$ cat src/rtl/osr_pkg.sv
package osr_pkg;
  typedef enum logic [1:0] {
    ST_PWRUP = 2'd0,
    ST_RUN   = 2'd1,
    ST_STOP  = 2'd2,
    ST_RECOV = 2'd3
  } osr_state_e;
endpackage

$ cat src/rtl/osr_counter.sv
module osr_counter #(
  parameter int CNT_W = 12
) (
  input  logic             clk,
  input  logic             rst,
  input  logic             clr,
  input  logic             run,
  output logic [CNT_W-1:0] cnt,
  output logic             wrap_tick
);
  localparam logic [CNT_W-1:0] CNT_MAX = {CNT_W{1'b1}};

  always_ff @(negedge clk) begin
    if (rst) begin
      cnt       <= '0;
      wrap_tick <= 1'b0;
    end else begin
      wrap_tick <= run && !clr && (cnt == CNT_MAX);
      if (clr)
        cnt <= '0;
      else if (run)
        cnt <= cnt + 1'b1;
    end
  end

  // overflow tick never lasts two cycles
  p_tick_single_r1: assert property (@(negedge clk) disable iff (rst)
    wrap_tick |=> !wrap_tick);

  // a running counter always moves
  p_count_moves_r1: assert property (@(negedge clk) disable iff (rst)
    (run && !clr) |=> (cnt != $past(cnt)));

  // a halted counter holds its value
  p_halt_holds_r4: assert property (@(negedge clk) disable iff (rst)
    (!run && !clr) |=> $stable(cnt));
endmodule

$ cat src/rtl/osr_wake_gate.sv
module osr_wake_gate #(
  parameter int N_SRC = 3
) (
  input  logic [N_SRC-1:0] wake_src,
  input  logic             in_stop,
  output logic             wake_ok
);
  logic [N_SRC:0] any_chain;

  assign any_chain[0] = 1'b0;
  for (genvar g = 0; g < N_SRC; g++) begin : g_or
    assign any_chain[g+1] = any_chain[g] | wake_src[g];
  end

  // events outside stop are discarded here
  assign wake_ok = in_stop & any_chain[N_SRC];
endmodule

$ cat src/rtl/osr_ctrl.sv
module osr_ctrl
  import osr_pkg::*;
#(
  parameter int CNT_W     = 12,
  parameter int SHORT_CNT = 32
) (
  input  logic             clk,
  input  logic             rst,
  input  logic             stop_req,
  input  logic             wake_ok,
  input  logic             short_rec,
  input  logic [CNT_W-1:0] cnt,
  output osr_state_e       st,
  output logic             clr,
  output logic             run,
  output logic             bus_en,
  output logic             done
);
  localparam logic [CNT_W-1:0] CNT_MAX    = {CNT_W{1'b1}};
  localparam logic [CNT_W-1:0] SHORT_LAST = CNT_W'(SHORT_CNT - 1);

  logic short_l;
  logic settling;
  logic expire;

  assign settling = (st == ST_PWRUP) || (st == ST_RECOV);
  assign expire   = settling && (short_l ? (cnt == SHORT_LAST) : (cnt == CNT_MAX));
  assign clr      = (st == ST_RUN) && stop_req;
  assign run      = (st != ST_STOP);

  always_ff @(negedge clk) begin
    if (rst) begin
      st      <= ST_PWRUP;
      short_l <= 1'b0;
      bus_en  <= 1'b0;
      done    <= 1'b0;
    end else begin
      done <= 1'b0;
      case (st)
        ST_PWRUP, ST_RECOV: begin
          if (expire) begin
            st     <= ST_RUN;
            bus_en <= 1'b1;
            done   <= 1'b1;
          end
        end
        ST_RUN: begin
          if (stop_req) begin
            st     <= ST_STOP;
            bus_en <= 1'b0;
          end
        end
        ST_STOP: begin
          if (wake_ok) begin
            st      <= ST_RECOV;
            short_l <= short_rec;
          end
        end
        default: st <= ST_PWRUP;
      endcase
    end
  end

  // done marks the first enabled cycle only
  p_done_edge_r10: assert property (@(negedge clk) disable iff (rst)
    done |-> (bus_en && !$past(bus_en)));

  p_done_width_r10: assert property (@(negedge clk) disable iff (rst)
    done |=> !done);

  // stop request while running drops the enable
  p_stop_drop_r3: assert property (@(negedge clk) disable iff (rst)
    (st == ST_RUN && stop_req) |=> (!bus_en && st == ST_STOP));

  // latched option stays fixed through recovery
  p_short_hold_r7: assert property (@(negedge clk) disable iff (rst)
    (st == ST_RECOV) |=> (st != ST_RECOV || $stable(short_l)));

  // recovery leaves only toward run
  p_recov_exit_r9: assert property (@(negedge clk) disable iff (rst)
    (st == ST_RECOV) |=> (st == ST_RECOV || st == ST_RUN));
endmodule

$ cat src/rtl/osc_settle_timer.sv
module osc_settle_timer
  import osr_pkg::*;
#(
  parameter int CNT_W     = 12,
  parameter int SHORT_CNT = 32
) (
  input  logic osc_clk,
  input  logic por_rst,
  input  logic stop_req,
  input  logic wake_irq,
  input  logic wake_brk,
  input  logic ext_rst,
  input  logic short_rec,
  output logic bus_clk_en,
  output logic rec_done,
  output logic ovf_tick
);
  localparam int N_SRC = 3;

  osr_state_e       st;
  logic [CNT_W-1:0] cnt;
  logic             clr;
  logic             run;
  logic             wake_ok;

  osr_wake_gate #(.N_SRC(N_SRC)) i_gate (
    .wake_src ({ext_rst, wake_brk, wake_irq}),
    .in_stop  (st == ST_STOP),
    .wake_ok  (wake_ok)
  );

  osr_counter #(.CNT_W(CNT_W)) i_cnt (
    .clk       (osc_clk),
    .rst       (por_rst),
    .clr       (clr),
    .run       (run),
    .cnt       (cnt),
    .wrap_tick (ovf_tick)
  );

  osr_ctrl #(.CNT_W(CNT_W), .SHORT_CNT(SHORT_CNT)) i_ctrl (
    .clk       (osc_clk),
    .rst       (por_rst),
    .stop_req  (stop_req),
    .wake_ok   (wake_ok),
    .short_rec (short_rec),
    .cnt       (cnt),
    .st        (st),
    .clr       (clr),
    .run       (run),
    .bus_en    (bus_clk_en),
    .done      (rec_done)
  );

  // stop keeps the tick and the enable low
  p_stop_quiet_r4: assert property (@(negedge osc_clk) disable iff (por_rst)
    (st == ST_STOP) |-> (!ovf_tick && !bus_clk_en));

  // stop entry leaves the counter at zero
  p_stop_clears_r3: assert property (@(negedge osc_clk) disable iff (por_rst)
    clr |=> (cnt == '0));

  // power-on reset clears every output
  p_reset_quiet_r12: assert property (@(negedge osc_clk)
    $past(por_rst) |-> (!bus_clk_en && !rec_done && !ovf_tick));
endmodule

$ cat config.mk
export PLATFORM = sky130hd
export DESIGN_NAME = osc_settle_timer
export DESIGN_NICKNAME = d
export VERILOG_FILES = /design/src/rtl/osr_pkg.sv /design/src/rtl/osr_counter.sv /design/src/rtl/osr_wake_gate.sv /design/src/rtl/osr_ctrl.sv /design/src/rtl/osc_settle_timer.sv
export SDC_FILE = /design/constraint.sdc
export NUM_CORES = 1
export LEC_CHECK = 0
export CAP_MARGIN = 30
export CORE_MARGIN = 2
export CORE_UTILIZATION = 50
export DETAILED_ROUTE_END_ITERATION = 7
export GPL_ROUTABILITY_DRIVEN = 1
export PLACE_DENSITY = 0.78
export SLEW_MARGIN = 10
export SYNTH_ARGS = -nofsm -noshare
export SYNTH_HDL_FRONTEND = slang
export SYNTH_SLANG_ARGS = --single-unit
$ cat constraint.sdc
create_clock -name osc_clk -period 2.2 [get_ports osc_clk]
set_input_delay 0.22 -clock osc_clk [delete_from_list [all_inputs] [get_ports osc_clk]]
set_output_delay 0.22 -clock osc_clk [all_outputs]
set_load 0.05 [all_outputs]
; ---- After elaboration in Yosys (flattened, before gate mapping)
; Index checks and enable logic that the tools add are counted.
[totals]
register_bits = 18
latchBits = 0
ramBits = 0
mem_bits_ro = 0
in_bits = 7
output_inout_bits = 3
memories = 0
[op_classes]
n_addsub = 1
n_mul = 0
div_mod_pow = 0
magnitude_cmp = 0
eq_ne = 9
shift = 0
n_mux = 9
bitwise_logic = 4
reduce_logical = 14
[ops]
columns = cell, n
row1 = "adder 12 x 1 -> 12 bit, second input constant", 1
row2 = "equality test 12 bit, second input constant", 1
row3 = "equality test 12 x 5 -> 1 bit, second input constant", 1
row4 = two-way mux 2 bit, 3
row5 = case mux 2 bit (3 select lines), 1
row6 = AND reduction 3 bit, 2
row7 = OR reduction 2 bit, 3
row8 = "equality test 2 bit, second input constant", 2
row9 = logical AND 1 bit, 4
row10 = two-way mux 1 bit, 4
row11 = "inequality test 2 x 1 -> 1 bit, second input constant", 2
row12 = "inequality test 2 bit, second input constant", 2
row13 = "equality test 2 x 1 -> 1 bit, second input constant", 1
row14 = zero test 2 bit, 1
row15 = OR 1 bit, 2
row16 = case mux 1 bit (2 select lines), 1
row17 = AND reduction 2 bit, 1
row18 = nonzero test 2 bit, 1
row19 = bitwise AND 1 bit, 1
row20 = zero test 1 bit, 1
row21 = logical OR 1 bit, 1
row22 = NOT 1 bit, 1

; ---- Logic depth before layout (Yosys ltp)
; Gate-level depths: netlist of run 1.
[logic_depth]
ltp_word = 5
depth_mapped = 7
depth_no_buf = 6

; ---- Hierarchy
; From an unflattened synthesis of run 1, not the netlist that was laid out.
[unflattened]
hier_cells = 108
hier_area_um2 = 975.9
[by_module_without_submodules]
columns = module, instances, cells_per_inst, area_each_um2, seq_area_each_um2
row1 = osr_counter, 1, 64, 586.8, 260.2
row2 = osr_ctrl, 1, 42, 366.6, 100.1
row3 = osc_settle_timer, 1, 1, 13.8, 0.0
row4 = osr_wake_gate, 1, 1, 8.8, 0.0

==> impl_metrics.env, run 1 <==
export IMPL_fin_worst_skew_ns=0.0430
export IMPL_fp_dieW_um=47.1
export IMPL_final_max_slew_viol_count=0
export IMPL_hold_ws_ns=0.508
export IMPL_yosysSeqAreaShare_pct=38.8
export IMPL_path_max_fanout=1
export IMPL_setup_viol=1
export IMPL_syn_to_final_growth_pct=33.9
export IMPL_synth_avg_cell_area_um2=8.61
export IMPL_grt_antenna_before_repair=0
export IMPL_synth_cell_type_count=30
export IMPL_grt_max_degree=11
export IMPL_die_area_um2=2220
export IMPL_setup_ws_ns=-0.0000175
export IMPL_routed_wirelength_mm=2.13
export IMPL_ys_ff_latch=18
export IMPL_drcViolationCount=0
export IMPL_stdcell_area_um2=1240
export IMPL_p_int_mw=0.601
export IMPL_routabilityCongestion=0.801
export IMPL_cp_start_kind="flop"
export IMPL_drtPass1Iterations=4
export IMPL_clk_latency_ns=0.39
export IMPL_reg2reg_to="i_ctrl.bus_en$_SDFFE_NP0P_"
export IMPL_post_cts_buffers=0
export IMPL_finalHoldViolations=0
export IMPL_layout_commonest_cell="inv_1"
export IMPL_num_rows=15
export IMPL_utilization_pct=71.3
export IMPL_rr_startpoint="i_cnt.cnt[6]$_SDFFE_NP0N_"
export IMPL_cts_tree="done"
export IMPL_swShare_pct=38.9
export IMPL_r2r_slack_ns=0.16
export IMPL_status="finished, violations left"
export IMPL_htree_num_levels=1
export IMPL_max_stage_delay_ns=0.35
export IMPL_cp_end_kind="primary output"
export IMPL_cp_top_family="flip-flops"
export IMPL_p_comb_share_pct=28.2
export IMPL_drt_wirelength_per_cell_um=12.7
export IMPL_p_switching_mw=0.382
export IMPL_crit_chain="buf_12"
export IMPL_crit_slowest_cell="dfxtp_2"
export IMPL_via_count=916
export IMPL_overflow=0
export IMPL_min_path_type="reg2reg"
export IMPL_antenna_left=0
export IMPL_die_h_um=47.1
export IMPL_core_um2=1750
export IMPL_drt_iter0_markers=14
export IMPL_cts_buffers=3
export IMPL_viasPerCell=5.45
export IMPL_clkTransAtPathRegs_ns=0.07
export IMPL_min_from="i_ctrl.st[1]$_SDFFE_NP0P_"
export IMPL_start_util_pct=53.3
export IMPL_violations="setup timing"
export IMPL_syn_num_nets=119
export IMPL_worst_slew_pin_slew_ns=0.332
export IMPL_ys_warn_count=0
export IMPL_cap_violations=0
export IMPL_p_per_area_nw_per_um2=789
export IMPL_cts_sinks=18
export IMPL_syn_cell_area_um2=930
export IMPL_cts_hold_buffers=0
export IMPL_rsz0062_at_grt="yes"
export IMPL_clockBufferDepth=2
export IMPL_hold_end="i_ctrl.st[1]$_SDFFE_NP0P_"
export IMPL_diodes=0
export IMPL_pin_count=10
export IMPL_required_ns=1.98
export IMPL_reg2reg_depth=4
export IMPL_nNetsFinal=155
export IMPL_port_buffers=9
export IMPL_p_leak_nw=0.567
export IMPL_layout_common_cells="23 x inv_1, 15 x nor2_1, 15 x dfxtp_1"
export IMPL_ir_worst_vdd_mv=0.604
export IMPL_criticalPathCategory="reg2out"
export IMPL_grt_total_usage_pct=22.1
export IMPL_grt_pass1_wl_mm=3.41
export IMPL_p_seq_share_pct=41.2
export IMPL_drive_gt1_share_pct=16.1
export IMPL_grt_pass1_vias=849
export IMPL_cp_arrival_ns=1.98
export IMPL_root_buffer="clkbuf_4"
export IMPL_slew_headroom_pct=77.7
export IMPL_critPathBufInv=1
export IMPL_dpl_cell_area_um2=1130
export IMPL_synthCells=108
export IMPL_clkPwrFrac_pct=30.6
export IMPL_hpwl_mm=1.50
export IMPL_hold_depth=2
[synthesized netlist by cell type]
master / count / area, um2
xor2_1: 4 / 35.0
o31a_1: 1 / 8.76
nand4_1: 5 / 31.3
ha_1: 4 / 50.1
nand4b_1: 1 / 8.76
nand3_1: 5 / 25.0
mux2i_1: 3 / 30.0
nand2_1: 4 / 15.0
dfxtp_1: 18 / 360
inv_1: 6 / 22.5
nor2_1: 15 / 56.3
or3b_1: 1 / 8.76
nor4_1: 4 / 25.0
a21oi_1: 5 / 25.0
or4_1: 2 / 15.0
or4b_1: 1 / 10.0
xnor2_1: 5 / 43.8
a2111oi_0: 1 / 8.76
nor2b_1: 3 / 18.8
clkbuf_1: 3 / 11.3
nor3_1: 6 / 30.0
o21ai_0: 2 / 10.0
and3b_1: 1 / 8.76
nand3b_1: 1 / 7.51
a21bo_2: 1 / 10.0
a21o_1: 1 / 7.51
or3_1: 2 / 12.5
a2111oi_2: 1 / 15.0
a21boi_0: 1 / 7.51
or4_4: 1 / 11.3
[worst max path at each step]
stage,startpoint,to,slack [ns],depth (start not counted)
after floorplan,por_rst,i_ctrl.bus_en$_SDFFE_NP0P_,0.05,4
after global placement,wake_brk,i_ctrl.st[0]$_SDFFE_NP0P_,-0.36,5
after detailed placement,wake_brk,i_ctrl.st[0]$_SDFFE_NP0P_,-0.41,5
after CTS,wake_brk,i_ctrl.st[0]$_SDFFE_NP0P_,-0.02,5
after global routing,i_cnt.wrap_tick$_SDFF_NP0_,ovf_tick,-0.02,1
final,i_cnt.wrap_tick$_SDFF_NP0_,ovf_tick,-0.00002,1
[final cells by class]
cell class | instances | area [um2]
fill | 145 | 500
multi-input combinational | 81 | 546
timing repair buffer | 17 | 190
clock buffer | 3 | 22.5
tap | 25 | 31.3
sequential | 18 | 364
inverter | 5 | 18.8
clock inverter | 19 | 72.6
[worst reg2reg max path, stage by stage, from the launching register on]
cell       delay (ns)
dfxtp_1          0.34
or4b_1           0.57
or4_4            0.56
a2111oi_2        0.37
or3b_1           0.15
[power by group through the flow]
stage / Combinational (mW) / Sequential [mW] / Clock [mW]
floorplan: 0.204 / 0.400 / 0.0529
global placement: 0.260 / 0.406 / 0.0529
detailed placement: 0.269 / 0.410 / 0.0529
CTS: 0.272 / 0.404 / 0.318
global route: 0.309 / 0.409 / 0.353
finish: 0.277 / 0.405 / 0.300
[metal layers]
metal / share of wire [%] / GRT usage (%)
met1: 45 / 24.4
met2: 49 / 34.5
met3: 4.9 / 12.7
met4: 0.99 / 10.0
met5: 0 / 0
[kinds of logic (layout without fill, tap and decap cells)]
family | Yosys count | count (layout) | share of synthesized area, %
flops | 18 | 18 | 38.8
buf+inv | 9 | 44 | 3.63
xor+xnor | 9 | 9 | 8.48
simple gates | 52 | 52 | 30.6
compound gates | 13 | 13 | 9.96
mux | 3 | 3 | 3.23
fa+ha+maj | 4 | 4 | 5.38
[through the flow]
stage | total power [mW] | TNS, ns | cells | setup WS [ns]
2_1_floorplan | 0.656 | 0 | 108 | 0.0519
3_3_place_gp | 0.719 | -3.98 | 147 | -0.365
3_5_place_dp | 0.732 | -4.44 | 147 | -0.411
4_1_cts | 0.994 | -0.0215 | 168 | -0.0215
5_1_grt | 1.07 | -0.0205 | 168 | -0.0205
6_report | 0.983 | -0.0000175 | 168 | -0.0000175
[repair_timing]
| action | in CTS | in global routing |
|---|---|---|
| pin swaps | 1 | 1 |
| cloned | 0 | 0 |
| endpoints found under the setup margin | 3 | 5 |
| resized for setup | 2 | 8 |
[registers in the layout, summed over array words and instances (netlist names)]
signal           cells
i_cnt.wrap_tick      1
i_cnt.cnt           12
i_ctrl.bus_en        1
i_ctrl.done          1
i_ctrl.short_l       1
i_ctrl.st            2
No activity file was read; power rests on OpenSTA's default activity.
==> run 2: changes to the inputs <==
==> constraint.sdc (replaced) <==
create_clock -name osc_clk -period 2.31 [get_ports osc_clk]
set_input_delay 0.231 -clock osc_clk [delete_from_list [all_inputs] [get_ports osc_clk]]
set_output_delay 0.231 -clock osc_clk [all_outputs]
set_load 0.05 [all_outputs]
==> run 2 against run 1 <==
The flow now finishes without violations. Via count rose by 0.22%. Combinational power up 4%. First-iteration DRC count is 86% higher. Flip-flop and latch count is the same. Die area unchanged. Register-to-register slack gained 0.12 ns. Sequential share of layout area shrank 0.33 points. Critical path depth unchanged. Cell area rose by 0.10%. Setup slack better by 0.045 ns. Final cell count stayed put. Largest power group unchanged.
==> impl_metrics.env, run 2 (synthesis results as in run 1) <==
export IMPL_crit_slowest_cell="dfxtp_1"
export IMPL_clockBufferDepth=2
export IMPL_viasPerCell=5.46
export IMPL_nNetsFinal=155
export IMPL_clkPwrFrac_pct=31.0
export IMPL_cts_sinks=18
export IMPL_p_per_area_nw_per_um2=784
export IMPL_multiInputGateArea_um2=551
export IMPL_status="completed"
export IMPL_startpoint="i_ctrl.bus_en$_SDFFE_NP0P_"
export IMPL_critPathBufInv=1
export IMPL_fp_dieW_um=47.1
export IMPL_pin_count=10
export IMPL_post_cts_buffers=0
export IMPL_die_area_um2=2220
export IMPL_largest_register="i_cnt.cnt"
export IMPL_final_max_slew_viol_count=0
export IMPL_fin_worst_skew_ns=0.0322
export IMPL_core_um2=1750
export IMPL_p_int_mw=0.576
export IMPL_cp_start_kind="flop"
export IMPL_drt_wirelength_per_cell_um=12.9
export IMPL_criticalPathCategory="reg2out"
export IMPL_layout_commonest_cell="inv_1"
export IMPL_swShare_pct=41.0
export IMPL_diodes=0
export IMPL_max_stage_delay_ns=0.36
export IMPL_crit_chain="buf_12"
export IMPL_slew_headroom_pct=74.6
export IMPL_finalHoldViolations=0
export IMPL_die_h_um=47.1
export IMPL_routed_wirelength_mm=2.17
export IMPL_regArea_um2=360
export IMPL_routabilityCongestion=0.785
export IMPL_cts_tree="done"
export IMPL_cp_end_kind="primary output"
export IMPL_utilization_pct=71.4
export IMPL_cap_violations=0
export IMPL_required_ns=2.08
export IMPL_cp_arrival_ns=2.03
export IMPL_cp_top_family="flip-flops"
export IMPL_min_path_type="reg2reg"
export IMPL_met1_usage_pct=25.5
export IMPL_nFillCells=138
export IMPL_rr_startpoint="i_cnt.cnt[5]$_SDFFE_NP0N_"
export IMPL_start_util_pct=53.3
export IMPL_use_met3_pct=8.85
export IMPL_rsz0062_at_grt="no"
export IMPL_grt_antenna_before_repair=0
export IMPL_worst_slew_pin_slew_ns=0.381
export IMPL_hpwl_mm=1.40
export IMPL_num_rows=15
export IMPL_cts_buffers=3
export IMPL_syn_to_final_growth_pct=34.1
export IMPL_layout_common_cells="23 x inv_1, 18 x dfxtp_1, 15 x nor2_1"
export IMPL_globalRouteMet2Util_pct=36.2
export IMPL_reg2reg_depth=4
export IMPL_grt_max_degree=11
export IMPL_grt_total_usage_pct=23.1
export IMPL_setup_viol=0
export IMPL_dpl_worst_slack_ns=-0.480
export IMPL_drcViolationCount=0
export IMPL_ir_worst_vdd_mv=0.488
export IMPL_path_max_fanout=2
export IMPL_grt_pass1_wl_mm=3.56
export IMPL_overflow=0
export IMPL_p_leak_nw=0.567
export IMPL_root_buffer="clkbuf_4"
export IMPL_p_comb_share_pct=29.6
export IMPL_port_buffers=9
export IMPL_clkTransAtPathRegs_ns=0.04
export IMPL_reg2reg_to="i_ctrl.bus_en$_SDFFE_NP0P_"
export IMPL_p_switching_mw=0.401
export IMPL_antenna_left=0
export IMPL_htree_num_levels=1
export IMPL_clk_latency_ns=0.40
export IMPL_drt_iter0_markers=26
export IMPL_r2r_slack_ns=0.28
export IMPL_endpoint="bus_clk_en"
export IMPL_drive_gt1_share_pct=14.7
export IMPL_grt_pass1_vias=890
export IMPL_reg_top3="i_cnt.cnt x12, i_ctrl.st x2"
export IMPL_via_count=918
export IMPL_largest_reg_flops=12
export IMPL_p_seq_share_pct=39.4
export IMPL_grt_busiest_layer="met2"
export IMPL_drtPass1Iterations=4
export IMPL_setup_ws_ns=0.0450
export IMPL_worst_path_stages=1
-- run 2: timing repair --
action                                 in CTS  in global routing
endpoints found under the hold margin       0                  0
setup endpoints to repair                   1                  3
resized for setup                           3                  5
pin swaps                                   1                  1
hold buffers                                0                  0
-- run 2: per-stage QoR --
stage | cells | power [mW] | hold WS (ns) | area (um2) | setup TNS (ns)
after floorplan | 108 | 0.625 | 0.472 | 931 | 0
after global placement | 147 | 0.685 | 0.485 | 1130 | -3.17
after detailed placement | 147 | 0.704 | 0.502 | 1130 | -3.73
after CTS | 168 | 0.979 | 0.535 | 1230 | -0.00153
after global routing | 168 | 1.04 | 0.571 | 1250 | 0
final | 168 | 0.977 | 0.534 | 1250 | 0
-- run 2: layout make-up --
cell class	count	area share, %
Multi-Input combinational cell	81	44.2
Sequential cell	18	28.9
Timing Repair Buffer	17	15.3
Clock inverter	19	5.82
Tap cell	25	2.51
Clock buffer	3	1.81
Inverter	5	1.51
-- run 2: power groups by stage --
stage	combinational (mW)	sequential [mW]	clock [mW]
after floorplan	0.194	0.381	0.0504
after global placement	0.248	0.386	0.0504
after detailed placement	0.264	0.389	0.0504
after CTS	0.282	0.384	0.312
after global routing	0.315	0.389	0.337
final	0.289	0.385	0.303
-- run 2: layer usage --
metal / wire, um / part of all wire (%)
met1: 968 / 45
met4: 42 / 1.9
met5: 0 / 0
met2: 1030 / 48
met3: 124 / 5.7
-- run 2: how the worst min path moves through the flow --
stage                                    from                   endpoint  slack, ns  cells after the start
floorplan           i_ctrl.st[1]$_SDFFE_NP0P_  i_ctrl.st[1]$_SDFFE_NP0P_       0.47                      2
global placement    i_ctrl.st[1]$_SDFFE_NP0P_  i_ctrl.st[1]$_SDFFE_NP0P_       0.49                      2
detailed placement  i_ctrl.st[1]$_SDFFE_NP0P_  i_ctrl.st[1]$_SDFFE_NP0P_       0.50                      2
CTS                 i_ctrl.st[0]$_SDFFE_NP0P_  i_ctrl.st[0]$_SDFFE_NP0P_       0.53                      2
global route        i_ctrl.st[0]$_SDFFE_NP0P_  i_ctrl.st[0]$_SDFFE_NP0P_       0.57                      2
finish              i_ctrl.st[0]$_SDFFE_NP0P_  i_ctrl.st[0]$_SDFFE_NP0P_       0.53                      2
-- run 2: tightest hold or removal path: stages (launching register included) --
cell and delay (ns):
dfxtp_1 0.34, nand4_1 0.08, nand3_1 0.06
==> run 3: changes to the inputs <==
--- a/config.mk
+++ b/config.mk
@@ -11,6 +11,7 @@
 export DETAILED_ROUTE_END_ITERATION = 7
 export GPL_ROUTABILITY_DRIVEN = 1
 export PLACE_DENSITY = 0.78
+export REMOVE_ABC_BUFFERS = 1
 export SLEW_MARGIN = 10
 export SYNTH_ARGS = -nofsm -noshare
 export SYNTH_HDL_FRONTEND = slang
==> run 3 against run 2 <==
Clock power down 4%. Routed wire length down 2.2%. Critical path depth up 3. Critical endpoint is now i_ctrl.bus_en$_SDFFE_NP0P_. Largest cell class unchanged.
==> impl_metrics.env, run 3 (synthesis results as in run 1) <==
export IMPL_status="completed"
export IMPL_overflow=0
export IMPL_p_leak_nw=0.510
export IMPL_worst_slew_pin_slew_ns=0.455
export IMPL_dpl_cell_area_um2=1080
export IMPL_p_per_area_nw_per_um2=786
export IMPL_required_ns=1.39
export IMPL_reg_top3="i_cnt.cnt x12, i_ctrl.st x2"
export IMPL_routed_wirelength_mm=2.12
export IMPL_cap_violations=0
export IMPL_p_seq_share_pct=41.0
export IMPL_reg2reg_to="i_ctrl.bus_en$_SDFFE_NP0P_"
export IMPL_criticalPathCategory="in2reg"
export IMPL_slew_headroom_pct=69.4
export IMPL_die_h_um=47.1
export IMPL_hold_depth=2
export IMPL_ir_worst_vdd_mv=0.385
export IMPL_p_switching_mw=0.372
export IMPL_finalSetupTns_ns=0
export IMPL_layout_common_cells="23 x inv_1, 18 x dfxtp_1, 15 x nor2_1"
export IMPL_setup_viol=0
export IMPL_clkPwrFrac_pct=31.1
export IMPL_utilization_pct=68.4
export IMPL_swShare_pct=39.7
export IMPL_cts_sinks=18
export IMPL_htree_num_levels=1
export IMPL_cts_buffers=3
export IMPL_crit_slowest_cell="clkdlybuf4s50_1"
export IMPL_reg2reg_depth=4
export IMPL_stdcell_area_um2=1190
export IMPL_hpwl_mm=1.39
export IMPL_path_max_fanout=7
export IMPL_core_um2=1750
export IMPL_layout_commonest_cell="inv_1"
export IMPL_cp_end_kind="flop"
export IMPL_met1_usage_pct=22.9
export IMPL_r2r_slack_ns=0.29
export IMPL_cp_arrival_ns=1.36
export IMPL_grt_antenna_before_repair=0
export IMPL_hold_ws_ns=0.512
export IMPL_fp_dieW_um=47.1
export IMPL_largest_reg_flops=12
export IMPL_multiInputGateArea_um2=551
export IMPL_grt_pass1_vias=889
export IMPL_nNetsFinal=149
export IMPL_use_met3_pct=9.62
export IMPL_clkTransAtPathRegs_ns=0.04
export IMPL_diodes=0
export IMPL_grt_pass1_wl_mm=3.48
export IMPL_drcViolationCount=0
export IMPL_regArea_um2=360
export IMPL_drt_iter0_markers=14
export IMPL_grt_busiest_layer="met2"
export IMPL_drt_wirelength_per_cell_um=13.1
export IMPL_max_stage_delay_ns=0.55
export IMPL_nFillCells=150
export IMPL_num_rows=15
export IMPL_finalHoldViolations=0
export IMPL_viasPerCell=5.48
export IMPL_via_count=888
export IMPL_endpoint="i_ctrl.bus_en$_SDFFE_NP0P_"
export IMPL_p_int_mw=0.566
export IMPL_grt_max_degree=14
export IMPL_cts_hold_buffers=0
export IMPL_drtPass1Iterations=4
export IMPL_root_buffer="clkbuf_4"
export IMPL_grt_total_usage_pct=23.2
export IMPL_clockBufferDepth=2
export IMPL_globalRouteMet2Util_pct=40.0
export IMPL_syn_to_final_growth_pct=28.4
export IMPL_pin_count=10
export IMPL_rr_startpoint="i_cnt.cnt[4]$_SDFFE_NP0N_"
export IMPL_fin_worst_skew_ns=0.0184
export IMPL_cp_start_kind="input port"
export IMPL_port_buffers=9
export IMPL_routabilityCongestion=0.894
export IMPL_p_comb_share_pct=27.9
export IMPL_crit_chain="clkdlybuf4s50_1, buf_4, a2111oi_2, or3b_1"
export IMPL_cts_tree="done"
export IMPL_die_area_um2=2220
export IMPL_start_util_pct=53.3
export IMPL_startpoint="por_rst"
export IMPL_clk_latency_ns=0.37
export IMPL_min_path_type="reg2reg"
export IMPL_final_max_slew_viol_count=0
export IMPL_drive_gt1_share_pct=10.9
export IMPL_antenna_left=0
export IMPL_largest_register="i_cnt.cnt"
run 3: cell count changes in the layout (fill, tap and decap cells not counted):
cell / change
dlymetal6s2s_1: -3
buf_4: -6
clkdlybuf4s50_1: +3
run 3: repair_timing:
item,in CTS,in global routing
setup buffers,0,0
gates resized for setup,0,5
endpoints found under the setup margin,0,2
run 3: worst min-delay path by stage:
stage	from	end	slack (ns)
5_1_grt	i_ctrl.st[0]$_SDFFE_NP0P_	i_ctrl.st[0]$_SDFFE_NP0P_	0.55
3_3_place_gp	i_ctrl.st[1]$_SDFFE_NP0P_	i_ctrl.st[1]$_SDFFE_NP0P_	0.49
4_1_cts	i_ctrl.st[1]$_SDFFE_NP0P_	i_ctrl.st[1]$_SDFFE_NP0P_	0.51
6_report	i_ctrl.st[1]$_SDFFE_NP0P_	i_ctrl.st[1]$_SDFFE_NP0P_	0.51
3_5_place_dp	i_ctrl.st[1]$_SDFFE_NP0P_	i_ctrl.st[1]$_SDFFE_NP0P_	0.50
2_1_floorplan	i_ctrl.st[1]$_SDFFE_NP0P_	i_ctrl.st[1]$_SDFFE_NP0P_	0.47
run 3: cell type report:
cell class	count	share of cell area, %
Sequential cell	18	30.2
Timing Repair Buffer	11	11.5
Clock inverter	19	6.08
Inverter	5	1.57
Multi-Input combinational cell	81	46.1
Tap cell	25	2.62
Clock buffer	3	1.89
run 3: metrics by stage:
| stage | instances | setup slack, ns | power (mW) |
|---|---|---|---|
| after floorplan | 105 | 0.200 | 0.621 |
| after global placement | 141 | -0.339 | 0.671 |
| after detailed placement | 141 | -0.390 | 0.685 |
| after CTS | 162 | 0.0133 | 0.943 |
| after global routing | 162 | -0.00513 | 1.03 |
| final | 162 | 0.0282 | 0.938 |
run 3: power groups by stage:
stage	registers, mW	logic, mW	clock network (mW)
final	0.385	0.262	0.291
after global routing	0.389	0.297	0.341
after CTS	0.384	0.249	0.311
after detailed placement	0.389	0.246	0.0504
after global placement	0.386	0.234	0.0504
after floorplan	0.381	0.190	0.0504
run 3: critical path: cells and delay by family:
family	cells	cell delay [ns]
AO/OA/AOI/OAI	1	0.05
AND/OR/NAND/NOR	1	0.35
buffers and inverters	2	0.73
run 3: per-layer routing:
layer | share of wire (%) | vias to the layer above
met1 | 46 | 421
met4 | 0.61 | 0
li1 | - | 447
met3 | 4.1 | 2
met5 | 0 | -
met2 | 50 | 18
